===== src/rtl/frame_pkg.sv =====
package frame_pkg;

  typedef struct packed {
    logic start;
    logic stop;
    logic dataBit;
    logic ackSlot;
    logic addrFrame;
    logic sda;
  } frameStb_t;

  localparam int ST_IRQ  = 0;
  localparam int ST_NACK = 1;
  localparam int ST_BUSY = 2;
  localparam int ST_SEL  = 3;
  localparam int ST_RW   = 4;

  localparam logic [1:0] RA_CTRL = 2'd0;
  localparam logic [1:0] RA_STAT = 2'd1;
  localparam logic [1:0] RA_SLVA = 2'd2;
  localparam logic [1:0] RA_SLVB = 2'd3;

endpackage


===== src/rtl/frame_ctrl.sv =====
module frame_ctrl
  import frame_pkg::*;
#(
  parameter int FRAME_BITS  = 9,
  parameter int SYNC_STAGES = 2
) (
  input  logic      clk,
  input  logic      rstN,
  input  logic      sclIn,
  input  logic      sdaIn,
  output frameStb_t stb
);
  localparam int CNT_W = $clog2(FRAME_BITS);
  localparam logic [CNT_W-1:0] LAST = CNT_W'(FRAME_BITS - 1);

  logic [SYNC_STAGES-1:0] sclSync, sdaSync;
  logic sclD, sdaD, sclS, sdaS;
  logic sclRise, startDet, stopDet;
  logic [CNT_W-1:0] bitCnt;
  logic addrFrame;

  // wire synchronizers and edge-detect history
  always_ff @(posedge clk) begin
    if (!rstN) begin
      sclSync <= '1;
      sdaSync <= '1;
      sclD    <= 1'b1;
      sdaD    <= 1'b1;
    end else begin
      sclSync <= {sclSync[SYNC_STAGES-2:0], sclIn};
      sdaSync <= {sdaSync[SYNC_STAGES-2:0], sdaIn};
      sclD    <= sclS;
      sdaD    <= sdaS;
    end
  end

  assign sclS     = sclSync[SYNC_STAGES-1];
  assign sdaS     = sdaSync[SYNC_STAGES-1];
  assign sclRise  = sclS & ~sclD;
  assign startDet = sclS & sclD & sdaD & ~sdaS;
  assign stopDet  = sclS & sclD & ~sdaD & sdaS;

  // frame clock counter and address-phase marker
  always_ff @(posedge clk) begin
    if (!rstN) begin
      bitCnt    <= '0;
      addrFrame <= 1'b0;
    end else if (startDet) begin
      bitCnt    <= '0;
      addrFrame <= 1'b1;
    end else if (stopDet) begin
      bitCnt    <= '0;
      addrFrame <= 1'b0;
    end else if (sclRise) begin
      if (bitCnt == LAST) begin
        bitCnt    <= '0;
        addrFrame <= 1'b0;
      end else begin
        bitCnt <= bitCnt + 1'b1;
      end
    end
  end

  always_comb begin
    stb.start     = startDet;
    stb.stop      = stopDet;
    stb.dataBit   = sclRise && (bitCnt != LAST);
    stb.ackSlot   = sclRise && (bitCnt == LAST);
    stb.addrFrame = addrFrame;
    stb.sda       = sdaS;
  end

endmodule


===== src/rtl/frame_dpath.sv =====
module frame_dpath
  import frame_pkg::*;
#(
  parameter int ADDR_W = 7,
  parameter int REG_W  = 8
) (
  input  logic             clk,
  input  logic             rstN,
  input  frameStb_t        stb,
  input  logic             regWrEn,
  input  logic [1:0]       regAddr,
  input  logic [REG_W-1:0] regWrData,
  output logic [REG_W-1:0] regRdData,
  output logic [REG_W-1:0] status,
  output logic             irq
);
  localparam int SH_W = ADDR_W + 1;

  logic ackChkEn, masterMode, txMode;
  logic [ADDR_W-1:0] slvA, slvB, rxAddr;
  logic [SH_W-1:0] shiftReg;
  logic busy, sel, rwBit, nack;
  logic wrCtrl, wrClr, hit, txFrame, irqSet;

  assign wrCtrl  = regWrEn && (regAddr == RA_CTRL);
  assign wrClr   = regWrEn && (regAddr == RA_STAT) && regWrData[ST_IRQ];
  assign rxAddr  = shiftReg[SH_W-1:1];
  assign hit     = (rxAddr == slvA) || (rxAddr == slvB);
  assign txFrame = masterMode ? (stb.addrFrame || txMode)
                              : (!stb.addrFrame && sel && txMode);
  assign irqSet  = stb.ackSlot &&
                   (masterMode || (stb.addrFrame ? hit : sel));

  always_ff @(posedge clk) begin
    if (!rstN) begin
      ackChkEn   <= 1'b0;
      masterMode <= 1'b0;
      txMode     <= 1'b0;
      slvA       <= '0;
      slvB       <= '0;
    end else if (regWrEn) begin
      if (wrCtrl) begin
        ackChkEn   <= regWrData[0];
        masterMode <= regWrData[1];
        txMode     <= regWrData[2];
      end
      if (regAddr == RA_SLVA) slvA <= regWrData[ADDR_W-1:0];
      if (regAddr == RA_SLVB) slvB <= regWrData[ADDR_W-1:0];
    end
  end

  always_ff @(posedge clk) begin
    if (!rstN) begin
      shiftReg <= '0;
      busy     <= 1'b0;
      sel      <= 1'b0;
      rwBit    <= 1'b0;
      nack     <= 1'b0;
      irq      <= 1'b0;
    end else begin
      if (stb.dataBit) shiftReg <= {shiftReg[SH_W-2:0], stb.sda};
      if (stb.start) busy <= 1'b1;
      else if (stb.stop) busy <= 1'b0;
      if (stb.stop) sel <= 1'b0;
      else if (stb.ackSlot && stb.addrFrame) sel <= !masterMode && hit;
      if (stb.ackSlot && stb.addrFrame) rwBit <= shiftReg[0];
      if (!ackChkEn) nack <= 1'b0;
      else if (stb.ackSlot && txFrame && stb.sda) nack <= 1'b1;
      if (irqSet) irq <= 1'b1;
      else if (wrClr) irq <= 1'b0;
    end
  end

  always_comb begin
    status          = '0;
    status[ST_IRQ]  = irq;
    status[ST_NACK] = nack;
    status[ST_BUSY] = busy;
    status[ST_SEL]  = sel;
    status[ST_RW]   = rwBit;
  end

  always_comb begin
    regRdData = '0;
    case (regAddr)
      RA_CTRL: regRdData[2:0] = {txMode, masterMode, ackChkEn};
      RA_STAT: regRdData = status;
      RA_SLVA: regRdData[ADDR_W-1:0] = slvA;
      default: regRdData[ADDR_W-1:0] = slvB;
    endcase
  end

endmodule


===== src/rtl/i2c_frame_mon.sv =====
module i2c_frame_mon
  import frame_pkg::*;
#(
  parameter int ADDR_W      = 7,
  parameter int REG_W       = 8,
  parameter int FRAME_BITS  = 9,
  parameter int SYNC_STAGES = 2
) (
  input  logic             clk,
  input  logic             rstN,
  input  logic             sclIn,
  input  logic             sdaIn,
  input  logic             regWrEn,
  input  logic [1:0]       regAddr,
  input  logic [REG_W-1:0] regWrData,
  output logic [REG_W-1:0] regRdData,
  output logic             irqOut
);
  frameStb_t stb;
  logic [REG_W-1:0] statusVec;

  frame_ctrl #(
    .FRAME_BITS (FRAME_BITS),
    .SYNC_STAGES(SYNC_STAGES)
  ) u_ctrl (
    .clk  (clk),
    .rstN (rstN),
    .sclIn(sclIn),
    .sdaIn(sdaIn),
    .stb  (stb)
  );

  frame_dpath #(
    .ADDR_W(ADDR_W),
    .REG_W (REG_W)
  ) u_dpath (
    .clk      (clk),
    .rstN     (rstN),
    .stb      (stb),
    .regWrEn  (regWrEn),
    .regAddr  (regAddr),
    .regWrData(regWrData),
    .regRdData(regRdData),
    .status   (statusVec),
    .irq      (irqOut)
  );

endmodule


===== config.mk =====
export PLATFORM = sky130hd
export DESIGN_NAME = i2c_frame_mon
export DESIGN_NICKNAME = d
export VERILOG_FILES = /design/src/rtl/frame_pkg.sv /design/src/rtl/frame_ctrl.sv /design/src/rtl/frame_dpath.sv /design/src/rtl/i2c_frame_mon.sv
export SDC_FILE = /design/constraint.sdc
export NUM_CORES = 1
export LEC_CHECK = 0
export ABC_AREA = 0
export BUFFER_PORTS_ARGS = -buffer_cell sky130_fd_sc_hd__buf_2
export CAP_MARGIN = 25
export CORE_MARGIN = 8
export CORE_UTILIZATION = 24
export DETAILED_ROUTE_END_ITERATION = 16
export GPL_ROUTABILITY_DRIVEN = 1
export PLACE_DENSITY = 0.45
export SYNTH_ARGS = -nofsm -noshare
export SYNTH_HDL_FRONTEND = slang
export SYNTH_SLANG_ARGS = --single-unit

===== constraint.sdc =====
create_clock -name clk -period 1.42 [get_ports clk]
set_clock_uncertainty 0.05 [all_clocks]
set_input_delay 0 -clock clk [delete_from_list [all_inputs] [get_ports clk]]
set_output_delay 0 -clock clk [all_outputs]
set_load 0.02 [all_outputs]

==> flow_metrics.py <==
metrics = {
    "yosys": {
        "post_synth.cell_area_avg_sq_um": 9.899,
        "ys.warnings.count": 0,
        "syn_inst": 203,
        "ys_ff_latch": 41,
        "netlist-cell-type-count": 42,
        "ys_seq_area_share_pct": 40.85,
        "synth_fp_nets": 220,
        "synth_area_sq_um": 2009,
    },
    "floorplanning": {
        "rows": 33,
        "core_sq_um": 8175,
        "die_area_sq_um": 11560,
        "ioPinCount": 24,
        "start_util_pct": 24.58,
        "die_y_um": 107.5,
        "die_w_um": 107.5,
    },
    "layout": {
        "mostFrequentLayoutCells": "dfxtp_1, nor2b_1, buf_2",
        "multiInputGateArea_sq_um": 1122,
        "fillers": 868,
        "fin_nets": 258,
        "layout_commonest_cell": "dfxtp_1",
        "register_area_sq_um": 822.0,
        "drive_above_1_share_pct": 21.49,
        "syn2layout_area_growth_pct": 24.53,
        "antenna_cells": 0,
    },
    "detailed_routing": {
        "initialDrtViolationCount": 59,
        "drtPass1Iterations": 3,
        "vias_per_cell": 4.291,
        "wire_per_inst_um": 13.42,
        "drc": 0,
        "drt_wl_total_mm": 4.657,
        "via_count": 1489,
        "antenna_left": 0,
    },
    "status": {
        "status": "finished, final reports clean",
    },
    "cts": {
        "cts_made_buffers": 5,
        "clk_pin_slew_ns": 0.09,
        "max-clock-path-buffers": 2,
        "clock-root-buffer": "clkbuf_8",
        "cts.sinks": 41,
        "cts_setup_buffers": 0,
        "cts_tree": "yes",
        "clock_latency_ns": 0.30,
        "htree_levels": 2,
    },
    "power_and_ir_drop": {
        "power_density_nw_per_um2": 972.0,
        "ir_drop_uv": 305.3,
        "leakage_uw": 0.001002,
    },
    "sta": {
        "hold_viol": 0,
        "period_share_pct": 95.12,
        "finalSetupViolCount": 0,
        "max_freq_mhz": 740.4,
        "hold_slack_ns": 0.1782,
        "rsz0062_at_grt": "true",
        "fin_tns_setup_ns": 0,
        "post-route-min-period_ns": 1.351,
        "finalMaxSlewViolations": 0,
    },
    "worst_setup_path": {
        "r2r.worst_path.cells": 5,
        "critPathBufInv": 1,
        "arrival_ns": 1.30,
        "slowest_delay_ns": 0.47,
        "cp-end-kind": "primary output",
        "critPathRequiredTime_ns": 1.37,
        "path_delay_family": "multiplexers",
        "start_kind": "flip-flop",
        "crit_slowest_cell": "mux4_2",
        "r2r_slack_ns": 0.08,
        "path_cells": "mux4_2, buf_2",
        "setup.worst_path.class": "reg -> out",
        "r2r-end": "u_dpath.nack",
        "cp_max_fo": 3,
        "timing.rr.start": "u_ctrl.bitCnt[0]",
    },
    "global_routing": {
        "antenna_found_initial": 0,
        "grt_use_met1_pct": 10.41,
        "globalRouteMet2Util_pct": 13.55,
        "grt_pass1_vias": 1465,
        "grt_pass1_wl_mm": 7.721,
        "grt_start_max_net_pins": 19,
        "overflow": 0,
        "gr-usage-all-layers_pct": 8.519,
        "grt_util_met3_pct": 2.216,
        "grt_busiest_layer": "met2",
    },
    "placement": {
        "portBuffers": 21,
        "place.gp.congestion": 0.7202,
        "dpl.hpwl_mm": 3.520,
    },
    "worst_hold_path": {
        "holdPathStages": 3,
        "holdCritPathClass": "in -> reg",
        "hold_path_startpoint": "regWrEn",
        "hold_end": "u_dpath.irq",
    },
    "job": {
        "maxCapViolCount": 0,
    },
}
## registers in the layout (all words and copies together), names as in the netlist, 2 cells and up
name / flops
u_ctrl.sclSync: 2
u_dpath.shiftReg: 8
u_ctrl.sdaSync: 2
u_dpath.slvB: 7
u_dpath.slvA: 7
u_ctrl.bitCnt: 4
## worst reg2reg max path: cells and delay by family, from the launching register on
kind	cells	cell delay [ns]
AOI/OAI and AO/OA	1	0.17
buffers and inverters	1	0.07
and+or+nand+nor	2	0.46
adders and majority gates	1	0.20
DFF	1	0.32
## cell type report
| class | instances | area share [%] |
|---|---|---|
| clock buffers | 7 | 3.450 |
| clock inverters | 1 | 1.200 |
| inverters | 5 | 0.7500 |
| multi-input cells | 147 | 44.85 |
| flip-flops and latches | 41 | 32.85 |
| well taps | 105 | 5.250 |
| repair buffers | 41 | 11.65 |
## routing by layer
layer  wire, um  part of all wire (%)
met5          0                     0
met3        155                   3.3
met4         96                   2.1
met1       2271                    49
met2       2135                    46
## power by group
part           total (uW)  switching, uW  internal [uW]
clock                 987            413            574
combinational         241            114            127
sequential           1200           26.6           1180
## how the worst max path moves through the flow
stage	cells after the start	to	slack (ns)	startpoint
2_1_floorplan	7	u_dpath.irq	0.05	u_ctrl.bitCnt[0]
3_3_place_gp	6	u_ctrl.addrFrame	0.09	u_ctrl.bitCnt[0]
3_5_place_dp	6	u_ctrl.addrFrame	0.05	u_ctrl.bitCnt[0]
4_1_cts	6	u_ctrl.addrFrame	0.02	u_ctrl.bitCnt[0]
5_1_grt	6	u_dpath.rwBit	-0.002	u_ctrl.bitCnt[0]
6_report	2	regRdData[2]	0.07	u_dpath.slvB[2]
## timing repair
item,in CTS,in global routing
endpoints found under the setup margin,1,11
hold buffers,12,0
resized for setup,3,5
endpoints found under the hold margin,22,0
## logic make-up after synthesis
logic type,synth area share (%)
AND/OR/NAND/NOR,22.60
flip-flops,40.85
AO/OA/AOI/OAI,9.714
multiplexers,13.95
XOR/XNOR,7.410
buffers and inverters,4.047
adder cells (fa/ha/maj),1.245
other,0.1866
## through the flow
| step | total power [uW] | instance area, sq um | cells | util (%) | setup slack (ns) |
|---|---|---|---|---|---|
| after floorplan | 1378 | 2009 | 203 | - | 0.04977 |
| after global placement | 1449 | 2251 | 328 | 27.53 | 0.08716 |
| after detailed placement | 1449 | 2251 | 328 | 27.53 | 0.05348 |
| after CTS | 2466 | 2487 | 347 | 30.43 | 0.02195 |
| after global routing | 2538 | 2502 | 347 | 30.61 | -0.001723 |
| final | 2432 | 2502 | 347 | 30.61 | 0.06930 |
## synth_stat cells
master,count,area [sq um]
dfxtp_1,41,820.8
nor2b_1,22,137.6
mux2i_1,19,190.2
nand2_1,16,60.06
xnor2_1,15,131.4
nand3_1,12,60.06
a21boi_0,8,60.06
a21oi_1,7,35.03
nand2b_1,6,37.54
inv_1,5,18.77
buf_4,4,30.03
clkbuf_1,3,11.26
mux4_2,3,67.56
nand4_1,3,18.77
nor3_1,3,15.01
o21ai_0,3,15.01
a22o_1,2,17.52
ha_1,2,25.02
mux2_2,2,22.52
nand3_2,2,20.02
nand3b_1,2,15.01
o21a_1,2,15.01
xor2_1,2,17.52
a31o_1,1,8.760
a31oi_1,1,6.260
a32o_1,1,10.01
and2b_1,1,7.510
and2b_2,1,8.760
and3b_1,1,8.760
buf_2,1,5.000
buf_6,1,11.26
clkbuf_2,1,5.000
conb_1,1,3.750
nand3b_4,1,20.02
nor2_2,1,6.260
nor3b_1,1,7.510
nor3b_4,1,18.77
nor4_1,1,6.260
o211a_1,1,10.01
o22ai_1,1,6.260
o41a_1,1,11.26
or3_1,1,6.260
Note: power is estimated with default switching activity, not from simulation.
